$ cat config.mk
export PLATFORM = sky130hd
export DESIGN_NAME = chal_watchdog
export DESIGN_NICKNAME = d
export VERILOG_FILES = /design/src/rtl/chal_wd_pkg.sv /design/src/rtl/wd_cfg_reg.sv /design/src/rtl/wd_lfsr.sv /design/src/rtl/wd_timer.sv /design/src/rtl/wd_reset_stretch.sv /design/src/rtl/chal_watchdog.sv
export SDC_FILE = /design/constraint.sdc
export NUM_CORES = 1
export LEC_CHECK = 0
export BUFFER_PORTS_ARGS = -buffer_cell sky130_fd_sc_hd__buf_4
export CORE_AREA = 3 3 59 83
export DETAILED_ROUTE_END_ITERATION = 8
export DIE_AREA = 0 0 62 86
export PLACE_DENSITY = 0.79
export SYNTH_ARGS = -nofsm -noshare
export SYNTH_HDL_FRONTEND = slang
export SYNTH_SLANG_ARGS = --single-unit
$ cat constraint.sdc
create_clock -name clk -period 2.83 [get_ports clk]
set_clock_uncertainty 0.1 [all_clocks]
set_input_delay 0.1415 -clock clk [delete_from_list [all_inputs] [get_ports clk]]
set_output_delay 0.1415 -clock clk [all_outputs]
set_load 0.05 [all_outputs]
$ cat src/rtl/chal_wd_pkg.sv
package chal_wd_pkg;

  typedef enum logic [1:0] {
    WD_TIMEOUT  = 2'b00,
    WD_WINDOW   = 2'b01,
    WD_ADVANCED = 2'b10
  } wd_kind_e;

  typedef struct packed {
    logic [1:0] hold_sel;
    logic [2:0] per_sel;
    logic       two_cmd;
    wd_kind_e   kind;
  } wd_cfg_t;

  localparam logic [4:0] REFRESH_ADDR = 5'b01101;

  function automatic logic [7:0] lfsr_next(input logic [7:0] c);
    return {c[6:0], c[7] ^ c[5] ^ c[4] ^ c[3]};
  endfunction

  function automatic wd_kind_e decode_kind(input logic [1:0] f);
    case (f)
      2'b00:   return WD_TIMEOUT;
      2'b10:   return WD_ADVANCED;
      default: return WD_WINDOW;
    endcase
  endfunction

endpackage

$ cat src/rtl/wd_cfg_reg.sv
module wd_cfg_reg
  import chal_wd_pkg::*;
#(
  parameter logic [4:0] CFG_ADDR  = 5'b00110,
  parameter logic [7:0] RESET_CFG = 8'h49
) (
  input  logic                clk,
  input  logic                rst,
  input  logic                init_mode,
  input  logic                wr_stb,
  input  logic [4:0]          wr_addr,
  input  logic [7:0]          wr_data,
  output chal_wd_pkg::wd_cfg_t cfg
);

  logic cfg_we;
  assign cfg_we = wr_stb && init_mode && (wr_addr == CFG_ADDR);

  always_ff @(posedge clk) begin
    if (rst) begin
      cfg.hold_sel <= RESET_CFG[7:6];
      cfg.per_sel  <= RESET_CFG[5:3];
      cfg.two_cmd  <= RESET_CFG[2];
      cfg.kind     <= decode_kind(RESET_CFG[1:0]);
    end else if (cfg_we) begin
      cfg.hold_sel <= wr_data[7:6];
      cfg.per_sel  <= wr_data[5:3];
      cfg.two_cmd  <= wr_data[2];
      cfg.kind     <= decode_kind(wr_data[1:0]);
    end
  end

  // configuration is frozen whenever the init phase flag is low
  p_cfg_lock_r2: assert property (@(posedge clk) disable iff (rst)
    !init_mode |=> $stable(cfg));

endmodule

$ cat src/rtl/wd_lfsr.sv
module wd_lfsr
  import chal_wd_pkg::*;
#(
  parameter logic [7:0] SEED = 8'hA5  // must be non-zero
) (
  input  logic       clk,
  input  logic       rst,
  input  logic       advance,
  output logic [7:0] code
);

  always_ff @(posedge clk) begin
    if (rst)          code <= SEED;
    else if (advance) code <= lfsr_next(code);
  end

  // code moves only on an accepted refresh
  p_code_hold_r9: assert property (@(posedge clk) disable iff (rst)
    !advance |=> $stable(code));
  // the sequence never falls into the all-zero lock-up state
  p_code_live_r9: assert property (@(posedge clk) disable iff (rst)
    code != 8'h00);

endmodule

$ cat src/rtl/wd_timer.sv
module wd_timer #(
  parameter int UNIT = 4,
  parameter int TW   = 7
) (
  input  logic       clk,
  input  logic       rst,
  input  logic       run,
  input  logic       clear,
  input  logic       tick,
  input  logic       windowed,
  input  logic [2:0] per_sel,
  output logic       open_o,
  output logic       expire_o
);

  logic [TW-1:0] cnt;
  logic [TW-1:0] half_len;
  logic [TW-1:0] last_cnt;

  always_comb begin
    half_len = TW'({1'b0, per_sel} + 4'd1) * TW'(UNIT);
    last_cnt = (half_len << 1) - TW'(1);
    open_o   = !windowed || (cnt >= half_len);
    expire_o = run && tick && (cnt == last_cnt);
  end

  always_ff @(posedge clk) begin
    if (rst || !run || clear) cnt <= '0;
    else if (tick)            cnt <= cnt + TW'(1);
  end

  // the count never passes the end of the period
  p_cnt_bound_r3: assert property (@(posedge clk) disable iff (rst)
    cnt <= last_cnt);
  // a parked timer reads zero on the following cycle
  p_cnt_park_r3: assert property (@(posedge clk) disable iff (rst)
    !run |=> cnt == '0);

endmodule

$ cat src/rtl/wd_reset_stretch.sv
module wd_reset_stretch #(
  parameter int HOLD_UNIT = 2
) (
  input  logic       clk,
  input  logic       rst,
  input  logic       fail,
  input  logic       tick,
  input  logic [1:0] hold_sel,
  output logic       rst_req,
  output logic [1:0] fail_cnt
);

  localparam int HW = $clog2(4 * HOLD_UNIT) + 1;

  logic [HW-1:0] hcnt;
  logic [HW-1:0] hold_len;

  assign hold_len = HW'({1'b0, hold_sel} + 3'd1) * HW'(HOLD_UNIT);

  always_ff @(posedge clk) begin
    if (rst) begin
      rst_req  <= 1'b0;
      hcnt     <= '0;
      fail_cnt <= 2'd0;
    end else if (fail) begin
      rst_req <= 1'b1;
      hcnt    <= '0;
      if (fail_cnt != 2'd3) fail_cnt <= fail_cnt + 2'd1;
    end else if (rst_req && tick) begin
      if (hcnt == hold_len - HW'(1)) rst_req <= 1'b0;
      else                           hcnt    <= hcnt + HW'(1);
    end
  end

  // the request only ends on a tick
  p_hold_r10: assert property (@(posedge clk) disable iff (rst)
    rst_req && !tick |=> rst_req);
  // no new failure can be raised while the request is active
  p_no_fail_in_hold_r10: assert property (@(posedge clk) disable iff (rst)
    rst_req |-> !fail);
  // saturated count stays saturated
  p_sat_r11: assert property (@(posedge clk) disable iff (rst)
    fail_cnt == 2'd3 |=> fail_cnt == 2'd3);
  // the count never goes down
  p_mono_r11: assert property (@(posedge clk) disable iff (rst)
    1'b1 |=> fail_cnt >= $past(fail_cnt));

endmodule

$ cat src/rtl/chal_watchdog.sv
module chal_watchdog
  import chal_wd_pkg::*;
#(
  parameter int         UNIT      = 4,
  parameter int         HOLD_UNIT = 2,
  parameter logic [7:0] SEED      = 8'hA5,
  parameter logic [4:0] CFG_ADDR  = 5'b00110,
  parameter logic [7:0] RESET_CFG = 8'h49
) (
  input  logic       clk,
  input  logic       rst,
  input  logic       init_mode,
  input  logic       tick,
  input  logic       wr_stb,
  input  logic [4:0] wr_addr,
  input  logic [7:0] wr_data,
  output logic       rst_req_o,
  output logic [7:0] code_o,
  output logic [1:0] fail_cnt_o,
  output logic       win_open_o,
  output logic [1:0] kind_o
);

  localparam int TW = $clog2(16 * UNIT) + 1;

  wd_cfg_t    cfg;
  logic [7:0] code;
  logic       run, ref_wr, open_now, expire;
  logic       accept, bad, set_pend, fail, pending;
  logic [7:0] answer;

  wd_cfg_reg #(.CFG_ADDR(CFG_ADDR), .RESET_CFG(RESET_CFG)) u_cfg (
    .clk(clk), .rst(rst), .init_mode(init_mode), .wr_stb(wr_stb),
    .wr_addr(wr_addr), .wr_data(wr_data), .cfg(cfg)
  );

  wd_lfsr #(.SEED(SEED)) u_code (
    .clk(clk), .rst(rst), .advance(accept), .code(code)
  );

  wd_timer #(.UNIT(UNIT), .TW(TW)) u_tmr (
    .clk(clk), .rst(rst), .run(run), .clear(accept || fail), .tick(tick),
    .windowed(cfg.kind != WD_TIMEOUT), .per_sel(cfg.per_sel),
    .open_o(open_now), .expire_o(expire)
  );

  wd_reset_stretch #(.HOLD_UNIT(HOLD_UNIT)) u_hold (
    .clk(clk), .rst(rst), .fail(fail), .tick(tick),
    .hold_sel(cfg.hold_sel), .rst_req(rst_req_o), .fail_cnt(fail_cnt_o)
  );

  assign run    = !init_mode && !rst_req_o;
  assign ref_wr = wr_stb && (wr_addr == REFRESH_ADDR) && run;
  assign answer = ~code;

  // Refresh judgement: closed half first, then style, then answer halves
  always_comb begin
    accept   = 1'b0;
    bad      = 1'b0;
    set_pend = 1'b0;
    if (ref_wr) begin
      if (!open_now) begin
        bad = 1'b1;
      end else if (cfg.kind != WD_ADVANCED) begin
        accept = 1'b1;
      end else if (!cfg.two_cmd) begin
        if (wr_data == answer) accept = 1'b1;
        else                   bad    = 1'b1;
      end else if (!pending) begin
        if (wr_data[3:0] == answer[7:4]) set_pend = 1'b1;
        else                             bad      = 1'b1;
      end else begin
        if (wr_data[3:0] == answer[3:0]) accept = 1'b1;
        else                             bad    = 1'b1;
      end
    end
    fail = bad || (expire && !accept);
  end

  always_ff @(posedge clk) begin
    if (rst || !run || accept || fail) pending <= 1'b0;
    else if (set_pend)                 pending <= 1'b1;
  end

  assign code_o     = code;
  assign win_open_o = open_now;
  assign kind_o     = cfg.kind;

  // a stored upper half only exists in two-write challenge style
  p_pend_mode_r8: assert property (@(posedge clk) disable iff (rst)
    pending |-> (cfg.kind == WD_ADVANCED) && cfg.two_cmd);
  // an accepted refresh never coincides with a failure
  p_acc_excl_r5: assert property (@(posedge clk) disable iff (rst)
    accept |-> !bad);
  // the request rises on the edge after a failure
  p_req_rise_r10: assert property (@(posedge clk) disable iff (rst)
    fail |=> rst_req_o);

endmodule

==> metrics.yaml, run 1 <==
floorplan:
  design.die.area_sq_mm: 0.00533
  die_w_um: 62
  ioPinCount: 32
  die_y_um: 86
  core_area_sq_mm: 0.00424
  rows: 28
  start_util_pct: 44.2
global_routing:
  use_met3_pct: 4.22
  grt_antenna_before_repair: 0
  grt_first_pass_wirelength_um: 6910
  grt_pass1_vias: 1566
  use_met2_pct: 29.0
  busiest_layer: "met2"
  overflow: 0
  grt_max_degree: 27
  grt_usage_pct: 16.6
  globalRouteMet1Util_pct: 19.4
sta:
  fin_tns_setup_ps: 0
  slew_headroom_pct: 59.4
  rsz0062_at_grt: "no"
  slew_violations: 0
  fin_crit_sh_pct: 95.0
  tightest_slew_ps: 607
  finalHoldViolCount: 0
  max_freq_mhz: 372
  fin_crit_ps: 2690
  setup_viol: 0
clocking:
  clkLatencyLatePin_ps: 280
  clockRootBuffer: "clkbuf_8"
  cts_resized: 0
  cts_inserted_buffers: 5
  clk_pin_slew_ps: 70
  cts_tree: "built"
  cts_hold_buffers: 0
  clock_path_buffers: 2
  cts_setup_buffers: 0
  h-tree-depth: 2
  cts_sinks: 31
synth:
  netlist_area_sq_mm: 0.00187
  syn_nets: 243
  yosysWarnings: 0
  ys_top_cells_by_area: "dfxtp_1 33%, xnor2_1 10%, ha_1 7.4%, nor2_1 5.2%, xor2_1 5.1%"
  synth_cell_type_count: 46
  synth_edf_count: 0
  syn_avg_cell_area_sq_um: 8.75
  yosysTopAreaCellShare_pct: 33.2
  synth.ff_latch_count: 31
  ys_seq_area_share_pct: 33.2
  ys.flop_type: "dfxtp_1"
  syn_inst: 214
  ys_async_sr_fraction_pct: 0
  yosys.area.top_type: "dfxtp_1"
route:
  totalWireLength_um: 4110
  drc: 0
  vias: 1554
  drtPass1Iterations: 4
  wl_per_cell_um: 13.5
  final_antenna_net_count: 0
  drt_iter0_drc: 26
  viasPerCell: 5.11
power_and_ir_drop:
  p_total_w: 0.000887
  vdd_drop_max_v: 0.000273
  p_per_area_mw_per_mm2: 393
  p_leak_nw: 0.975
critical_path:
  worst_setup_path_start_kind: "flop"
  worstPathArrival_ps: 2750
  cp_data_required_time_ps: 2890
  critical_path.max_fanout: 5
  end_kind: "flop"
  criticalPathCategory: "flop to flop"
final_layout:
  fill_cells: 405
  finalCoreUtilization_pct: 53.2
  insertedDiodeCount: 0
  nNetsFinal: 272
  multi_input_area_sq_mm: 0.00116
  drive_gt1_share_pct: 22.5
  regArea_sq_um: 621
  area_delta_synth_final_pct: 20.5
outcome:
  outcome: "complete, no violations"
placed_design:
  dp_hpwl_um: 3130
  place.gp.congestion: 0.875
  io_buffer_count: 31
hold_path:
  min_path_type: "input pin to flop"
flow_run:
  maxCapViolations: 0
layout make-up:
cell class	instances	share of cell area, %
Multi-Input combinational cell	160	51.4
Sequential cell	31	27.5
Timing Repair Buffer	35	11.6
Clock buffer	8	4.44
Tap cell	60	3.33
Inverter	10	1.66
where the power goes:
| part | internal, W | switching (W) |
|---|---|---|
| logic | 0.0000318 | 0.0000312 |
| registers | 0.000438 | 0.00000228 |
| clock network | 0.000222 | 0.000162 |
| total | 0.000692 | 0.000196 |
cell usage after synthesis (all sizes together) (6+ instances only):
| cell type | number |
|---|---|
| xor2 | 11 |
| nand3 | 10 |
| xnor2 | 23 |
| buf | 7 |
| a21oi | 8 |
| ha | 11 |
| mux2i | 7 |
| nor3 | 7 |
| inv | 10 |
| clkbuf | 6 |
| dfxtp | 31 |
| nor2 | 26 |
| nand2 | 15 |
| nand4 | 6 |
sequential cells by signal, summed over array words and instances (netlist names):
| name | count |
|---|---|
| u_cfg.cfg | 8 |
| u_tmr.cnt | 7 |
| u_hold.fail_cnt | 2 |
| u_hold.rst_req | 1 |
| pending | 1 |
| u_hold.hcnt | 4 |
| u_code.code | 8 |
through the flow:
stage	instance area (sq um)	cells	hold WS [ps]	worst slack, ps
6_report	2260	304	11.3	140
5_1_grt	2260	304	19.2	7.66
4_1_cts	2240	304	11.5	69.2
3_5_place_dp	2140	296	298	85.2
3_3_place_gp	2140	296	291	185
2_1_floorplan	1870	214	185	83.5
worst paths after layout:
kind | cells past startpoint | slack (ps) | endpoint | start
setup / recovery | 10 | 140 | u_hold.fail_cnt[0] | u_cfg.cfg[4]
hold / removal | 3 | 10 | u_cfg.cfg[7] | wr_data[7]
setup reg to reg | 10 | 140 | u_hold.fail_cnt[0] | u_cfg.cfg[4]
hold reg to reg | 2 | 420 | pending | pending
worst max-delay path: stages, from the launching register on:
cell and delay, ps:
dfxtp_1 370, ha_4 300, inv_1 60, ha_1 270, o21ai_0 60, a31oi_1 150
o21ai_1 110, a2111o_1 460, and3_4 200, o21bai_2 150, mux2_1 340
cells in the final DEF (no fill, tap or decap), types with 2 or more instances in the layout:
master    count
buf_4        35
dfxtp_1      31
nor2_1       26
xnor2_1      22
nand2_1      15
xor2_1       11
inv_1        10
nand3_1      10
ha_1         10
a21oi_1       8
mux2i_1       7
clkbuf_8      7
nand4_1       6
nor3_2        4
nor3_1        3
a211o_1       3
nand2b_1      3
nand3b_1      3
a31oi_1       2
o21ai_1       2
and2b_2       2
routing by layer:
| metal | share of wire [%] | wire length (um) |
|---|---|---|
| met1 | 42 | 1710 |
| met2 | 53 | 2190 |
| met3 | 4.3 | 175 |
| met4 | 1.0 | 41 |
| met5 | 0 | 0 |
kinds of logic (layout without fill, tap and decap cells):
kind of cell | count (synthesis) | count (layout) | synth area share [%]
adder cells (fa/ha/maj) | 11 | 11 | 7.35
AND/OR/NAND/NOR | 81 | 81 | 23.0
flip-flops | 31 | 31 | 33.2
AO/OA/AOI/OAI | 26 | 26 | 10.3
XOR/XNOR | 34 | 34 | 16.3
multiplexers | 8 | 8 | 4.35
buffers and inverters | 23 | 53 | 5.55
(Power assumes the default switching activity.)
==> inputs of run 2 (changes only) <==
--- a/config.mk
+++ b/config.mk
@@ -5,10 +5,11 @@
 export SDC_FILE = /design/constraint.sdc
 export NUM_CORES = 1
 export LEC_CHECK = 0
+export ABC_AREA = 1
 export BUFFER_PORTS_ARGS = -buffer_cell sky130_fd_sc_hd__buf_4
-export CORE_AREA = 3 3 59 83
+export CORE_AREA = 3 3 60 85
 export DETAILED_ROUTE_END_ITERATION = 8
-export DIE_AREA = 0 0 62 86
+export DIE_AREA = 0 0 63 88
 export PLACE_DENSITY = 0.79
 export SYNTH_ARGS = -nofsm -noshare
 export SYNTH_HDL_FRONTEND = slang
==> metrics.yaml, run 2 <==
route:
  wl_per_cell_um: 10.9
  final_antenna_net_count: 0
  drc: 0
  drt_iter0_drc: 36
  vias: 1821
  drtPass1Iterations: 4
  viasPerCell: 4.86
  totalWireLength_um: 4080
clocking:
  cts_sinks: 31
  cts_inserted_buffers: 5
  clockRootBuffer: "clkbuf_8"
  clock_path_buffers: 2
  cts_tree: "built"
  clkLatencyLatePin_ps: 270
  h-tree-depth: 2
  clk_pin_slew_ps: 70
critical_path:
  rr_worst_depth: 15
  crit_slowest_cell: "dfxtp_1"
  ff2ff_setup_slack_ps: 480
  crit_family: "simple AND/OR/NAND/NOR gates"
  path_buf_inv: 1
  slowest_delay_ps: 440
  path_cells: "ha_1 > xnor2_1 > ha_1 > nand2_1 > nand2_1 > a21oi_2 > nand4_2 > nand2_2 > inv_2 > nand2_4 > nand2_4 > nand2_4 > nand3_1 > nand2_1 > nor2_1"
  cp_data_required_time_ps: 2900
  r2r_end: "u_hold.fail_cnt[0]"
  rr_startpoint: "u_cfg.cfg[3]"
  worstPathArrival_ps: 2420
  end_kind: "flop"
  criticalPathCategory: "flop to flop"
  critical_path.max_fanout: 16
  worst_setup_path_start_kind: "flop"
synth:
  synth_cell_type_count: 33
  ys_top_cells_by_area: "dfxtp_1 32%, nand2_1 11%, inv_1 7.7%, ha_1 7.0%, nand3_1 5.1%"
  synth_edf_count: 0
  syn_nets: 309
  syn_inst: 280
  yosysWarnings: 0
  ys_seq_area_share_pct: 31.7
  ys_async_sr_fraction_pct: 0
  ys.flop_type: "dfxtp_1"
  yosys.cell_count.top_type: "nand2_1"
  syn_avg_cell_area_sq_um: 6.98
  netlist_area_sq_mm: 0.00196
  synth_common_cells: "58 x nand2_1, 40 x inv_1, 31 x dfxtp_1"
  yosysTopAreaCellShare_pct: 31.7
  synth.ff_latch_count: 31
  yosys.area.top_type: "dfxtp_1"
sta:
  fin_crit_ps: 2350
  finalHoldViolCount: 0
  rsz0062_at_grt: "no"
  fin_crit_sh_pct: 83.2
  setup_viol: 0
  max_freq_mhz: 425
  tightest_slew_ps: 477
  slew_headroom_pct: 68.0
  fin_tns_setup_ps: 0
  slew_violations: 0
  fin_ws_ps: 475
global_routing:
  grt_usage_pct: 15.8
  grt_max_degree: 20
  overflow: 0
  grt_pass1_vias: 1698
  grt_first_pass_wirelength_um: 7100
  grt_antenna_before_repair: 0
placed_design:
  place_ws_ps: 486
  place.gp.congestion: 0.810
  dp_hpwl_um: 3280
  io_buffer_count: 31
  placed_area_sq_mm: 0.00222
final_layout:
  design_area_sq_mm: 0.00234
  mostFrequentLayoutCells: "58 x nand2_1, 40 x inv_1, 31 x buf_4, 31 x dfxtp_1, 22 x nor2_1"
  finalCoreUtilization_pct: 52.3
  area_delta_synth_final_pct: 19.4
  drive_gt1_share_pct: 17.6
  insertedDiodeCount: 0
  mostFrequentLayoutCell: "nand2_1"
  nNetsFinal: 341
  reg_top3: "u_cfg.cfg x8, u_code.code x8, u_tmr.cnt x7"
floorplan:
  die_w_um: 63
  die_y_um: 88
  ioPinCount: 32
  start_util_pct: 43.8
  rows: 29
  design.die.area_sq_mm: 0.00554
  core_area_sq_mm: 0.00446
flow_run:
  maxCapViolations: 0
hold_path:
  hold_depth: 3
  min_path_type: "input pin to flop"
  hold-path-endpoint: "u_cfg.cfg[7]"
  hp-start: "wr_data[7]"
outcome:
  outcome: "complete, no violations"
power_and_ir_drop:
  p_per_area_mw_per_mm2: 383
  p_leak_nw: 1.12
  vdd_drop_max_v: 0.000296
==> run 2: changes by cell type after synthesis, sizes merged, moves of 4 or more <==
cell,previous run,this run
mux2i,7,0
nand3,10,20
nand2,15,63
or2,1,6
inv,10,42
o211ai,1,5
a211o,4,0
a21oi,8,16
xnor2,23,9
o21ai,3,14
clkbuf,6,2
==> run 2: power breakdown <==
| part | total (W) | switching (W) | internal [W] |
|---|---|---|---|
| clock | 0.000379 | 0.000159 | 0.000221 |
| combinational | 0.0000751 | 0.0000412 | 0.0000338 |
| sequential | 0.000441 | 0.00000237 | 0.000439 |
| total | 0.000896 | 0.000202 | 0.000694 |
==> run 2: what timing repair did <==
item	CTS	global route
buffers inserted	0	0
gates resized for setup	0	0
hold buffers	1	0
hold endpoints to repair	1	0
==> run 2: metrics by stage <==
stage               hold WS [ps]  std cells  total power, W
detailed placement           241        366        0.000525
global route                47.3        375        0.000929
global placement             237        366        0.000524
finish                      36.9        375        0.000896
CTS                         33.7        375        0.000908
floorplan                    120        280        0.000492
==> run 2: cell type report <==
cell class / instances / area, sq um
timing repair buffer: 32 / 243
fill: 422 / 2130
multi-input combinational: 199 / 1130
tap: 62 / 77.6
clock inverter: 1 / 7.51
clock buffer: 7 / 96.3
sequential: 31 / 621
inverter: 43 / 161
==> run 2: how the worst max path moves through the flow <==
stage | startpoint | to | slack [ps] | cells after the start
final | u_cfg.cfg[3] | u_hold.fail_cnt[0] | 480 | 15
after detailed placement | u_cfg.cfg[3] | u_hold.fail_cnt[0] | 490 | 15
after global placement | u_cfg.cfg[3] | u_hold.fail_cnt[1] | 540 | 15
after CTS | u_cfg.cfg[3] | u_hold.fail_cnt[0] | 480 | 15
after floorplan | u_cfg.cfg[3] | pending | 310 | 15
after global routing | u_cfg.cfg[3] | u_hold.fail_cnt[1] | 260 | 15
==> run 2: kinds of logic (layout without fill, tap and decap cells) <==
logic type | Yosys count | after routing | share of synthesized area [%]
AND/OR/NAND/NOR | 131 | 131 | 31.3
AO/OA/AOI/OAI | 38 | 38 | 10.9
adder cells (fa/ha/maj) | 11 | 11 | 7.04
flip-flops | 31 | 31 | 31.7
XOR/XNOR | 19 | 19 | 8.51
buffers and inverters | 50 | 83 | 10.5
==> run 2: worst reg2reg max path, stage by stage (launching register included) <==
cell     delay [ps]
dfxtp_1         440
ha_1            200
xnor2_1         140
ha_1            280
nand2_1          70
nand2_1          50
a21oi_2         120
nand4_2         130
nand2_2         120
inv_2            40
nand2_4         150
nand2_4          80
nand2_4         130
nand3_1          80
nand2_1          60
nor2_1           50
==> run 2: layer usage <==
layer	vias up	wire (um)	global-route usage (%)
li1	961	-	-
met1	810	1690	17.1
met2	45	2170	31.3
met3	5	158	1.80
met4	0	52	5.42
met5	-	0	0
==> inputs of run 3 (changes only) <==
--- a/config.mk
+++ b/config.mk
@@ -10,7 +10,7 @@
 export CORE_AREA = 3 3 60 85
 export DETAILED_ROUTE_END_ITERATION = 8
 export DIE_AREA = 0 0 63 88
-export PLACE_DENSITY = 0.79
+export PLACE_DENSITY = 0.76
 export SYNTH_ARGS = -nofsm -noshare
 export SYNTH_HDL_FRONTEND = slang
 export SYNTH_SLANG_ARGS = --single-unit
==> constraint.sdc (replaced) <==
create_clock -name clk -period 2.39 [get_ports clk]
set_clock_uncertainty 0.1 [all_clocks]
set_input_delay 0.1195 -clock clk [delete_from_list [all_inputs] [get_ports clk]]
set_output_delay 0.1195 -clock clk [all_outputs]
set_load 0.05 [all_outputs]
==> metrics.yaml, run 3 (same netlist as run 2, synthesis figures left out) <==
power_and_ir_drop:
  combPwrFrac_pct: 8.0
  seqPwrFrac_pct: 45.4
  netSwitchingFraction_pct: 21.9
  p_int_w: 0.000898
  p_leak_nw: 1.14
  p_sw_w: 0.000252
  vdd_drop_max_v: 0.000519
  p_per_area_mw_per_mm2: 484
  power.share.clock_pct: 46.6
floorplan:
  design.die.area_sq_mm: 0.00554
  ioPinCount: 32
  die_y_um: 88
  start_util_pct: 43.8
  die_w_um: 63
  rows: 29
  core_area_sq_mm: 0.00446
sta:
  finalHoldViolCount: 0
  rsz0062_at_grt: "yes"
  slew_headroom_pct: 67.1
  slew_violations: 0
  setup_viol: 0
  fin_ws_ps: 154
  tightest_slew_ps: 491
  fin_crit_sh_pct: 93.6
  fin_crit_ps: 2240
  max_freq_mhz: 447
clocking:
  h-tree-depth: 2
  clk_pin_slew_ps: 70
  clock_path_buffers: 2
  clkLatencyLatePin_ps: 280
  cts_sinks: 31
  cts_tree: "built"
  clockRootBuffer: "clkbuf_8"
  cts_inserted_buffers: 5
route:
  final_antenna_net_count: 0
  viasPerCell: 4.89
  totalWireLength_um: 4420
  drtPass1Iterations: 4
  vias: 1844
  wl_per_cell_um: 11.7
  drt_iter0_drc: 36
  drc: 0
flow_run:
  maxCapViolations: 0
final_layout:
  nNetsFinal: 343
  reg_top3: "u_cfg.cfg x8, u_code.code x8, u_tmr.cnt x7"
  drive_gt1_share_pct: 18.4
  fill_cells: 423
  area_delta_synth_final_pct: 21.6
  mostFrequentLayoutCell: "nand2_1"
  mostFrequentLayoutCells: "58 x nand2_1, 40 x inv_1, 32 x buf_4"
  insertedDiodeCount: 0
  design_area_sq_mm: 0.00238
critical_path:
  path_cells: "ha_1 > xnor2_1 > ha_1 > nand2_1 > nand2_1 > a21oi_2 > nand4_4 > nand2_2 > inv_2 > nand2_4 > nand2_4 > nand2_4 > nand3_1 > nand2_1 > nor2_1"
  cp_data_required_time_ps: 2470
  worstPathArrival_ps: 2320
  crit_family: "simple AND/OR/NAND/NOR gates"
  slowest_delay_ps: 350
  crit_slowest_cell: "dfxtp_2"
  end_kind: "flop"
  criticalPathCategory: "flop to flop"
  worst_setup_path_start_kind: "flop"
  critical_path.max_fanout: 12
  path_buf_inv: 1
placed_design:
  place_ws_ps: 115
  placed_area_sq_mm: 0.00225
  io_buffer_count: 31
  dp_hpwl_um: 3510
  place.gp.congestion: 0.809
hold_path:
  min_path_type: "input pin to flop"
global_routing:
  grt_pass1_vias: 1720
  grt_usage_pct: 17.3
  overflow: 0
  grt_antenna_before_repair: 0
  grt_max_degree: 20
  grt_first_pass_wirelength_um: 7580
outcome:
  outcome: "complete, no violations"
## run 3: cell types whose count changed in the layout (fill, tap and decap cells not counted), sizes merged
cell,delta
buf,+2
bufinv,+1
clkbuf,-1
clkinv,+1
clkinvlp,-1
## run 3: power by group through the flow
stage               sequential, W  clock (W)  combinational [W]
floorplan                0.000535          0          0.0000486
global placement         0.000534          0          0.0000881
detailed placement       0.000534          0          0.0000895
CTS                      0.000523   0.000543          0.0000923
global route             0.000523   0.000565           0.000104
finish                   0.000523   0.000536          0.0000916
## run 3: stage by stage
stage / TNS (ps) / std cells / util (%) / total power (W) / hold WS, ps
final: 0 / 377 / 53.3 / 0.00115 / 11.9
after global routing: -87.5 / 377 / 53.3 / 0.00119 / 15.9
after CTS: 0 / 377 / 53.2 / 0.00116 / 0.510
after detailed placement: 0 / 368 / 50.3 / 0.000624 / 214
after global placement: 0 / 368 / 50.3 / 0.000622 / 210
after floorplan: 0 / 280 / - / 0.000584 / 98.0
## run 3: layout make-up
class,count,area [sq um],area share [%]
timing repair buffer,34,262,11.0
inverter,43,161,6.79
multi-input combinational,199,1140,47.9
tap,62,77.6,3.26
clock buffer,6,82.6,3.47
clock inverter,2,35.0,1.47
sequential,31,622,26.1
## run 3: timing repair
| item | 4_1_cts | 5_1_grt |
|---|---|---|
| hold endpoints to repair | 2 | 0 |
| resized for setup | 0 | 2 |
| hold buffers | 1 | 0 |
| endpoints found under the setup margin | 0 | 12 |
| setup buffers | 0 | 0 |
## run 3: metal layers
metal	vias to the layer above	track usage [%]	part of all wire, %	wire [um]
li1	969	-	-	-
met1	826	16.9	40	1760
met2	38	34.6	54	2380
met3	11	3.21	3.6	158
met4	0	8.23	2.7	119
met5	-	0	0	0
## run 3: worst register-to-register path: cells and delay by family (launching register included)
family                     cells  cell delay [ps]
buffers and inverters          1               40
and+or+nand+nor               10              800
AOI/OAI and AO/OA              1              160
xor gates and xnor gates       1              180
adders and majority gates      2              490
DFF                            1              350
## run 3: path summary, 6_finish.rpt
kind	from	endpoint	slack, ps	cells after the start
setup / recovery	u_cfg.cfg[3]	u_hold.fail_cnt[0]	150	15
hold reg to reg	u_cfg.cfg[2]	u_cfg.cfg[2]	390	2
setup reg to reg	u_cfg.cfg[3]	u_hold.fail_cnt[0]	150	15
hold / removal	wr_data[4]	u_cfg.cfg[4]	10	3
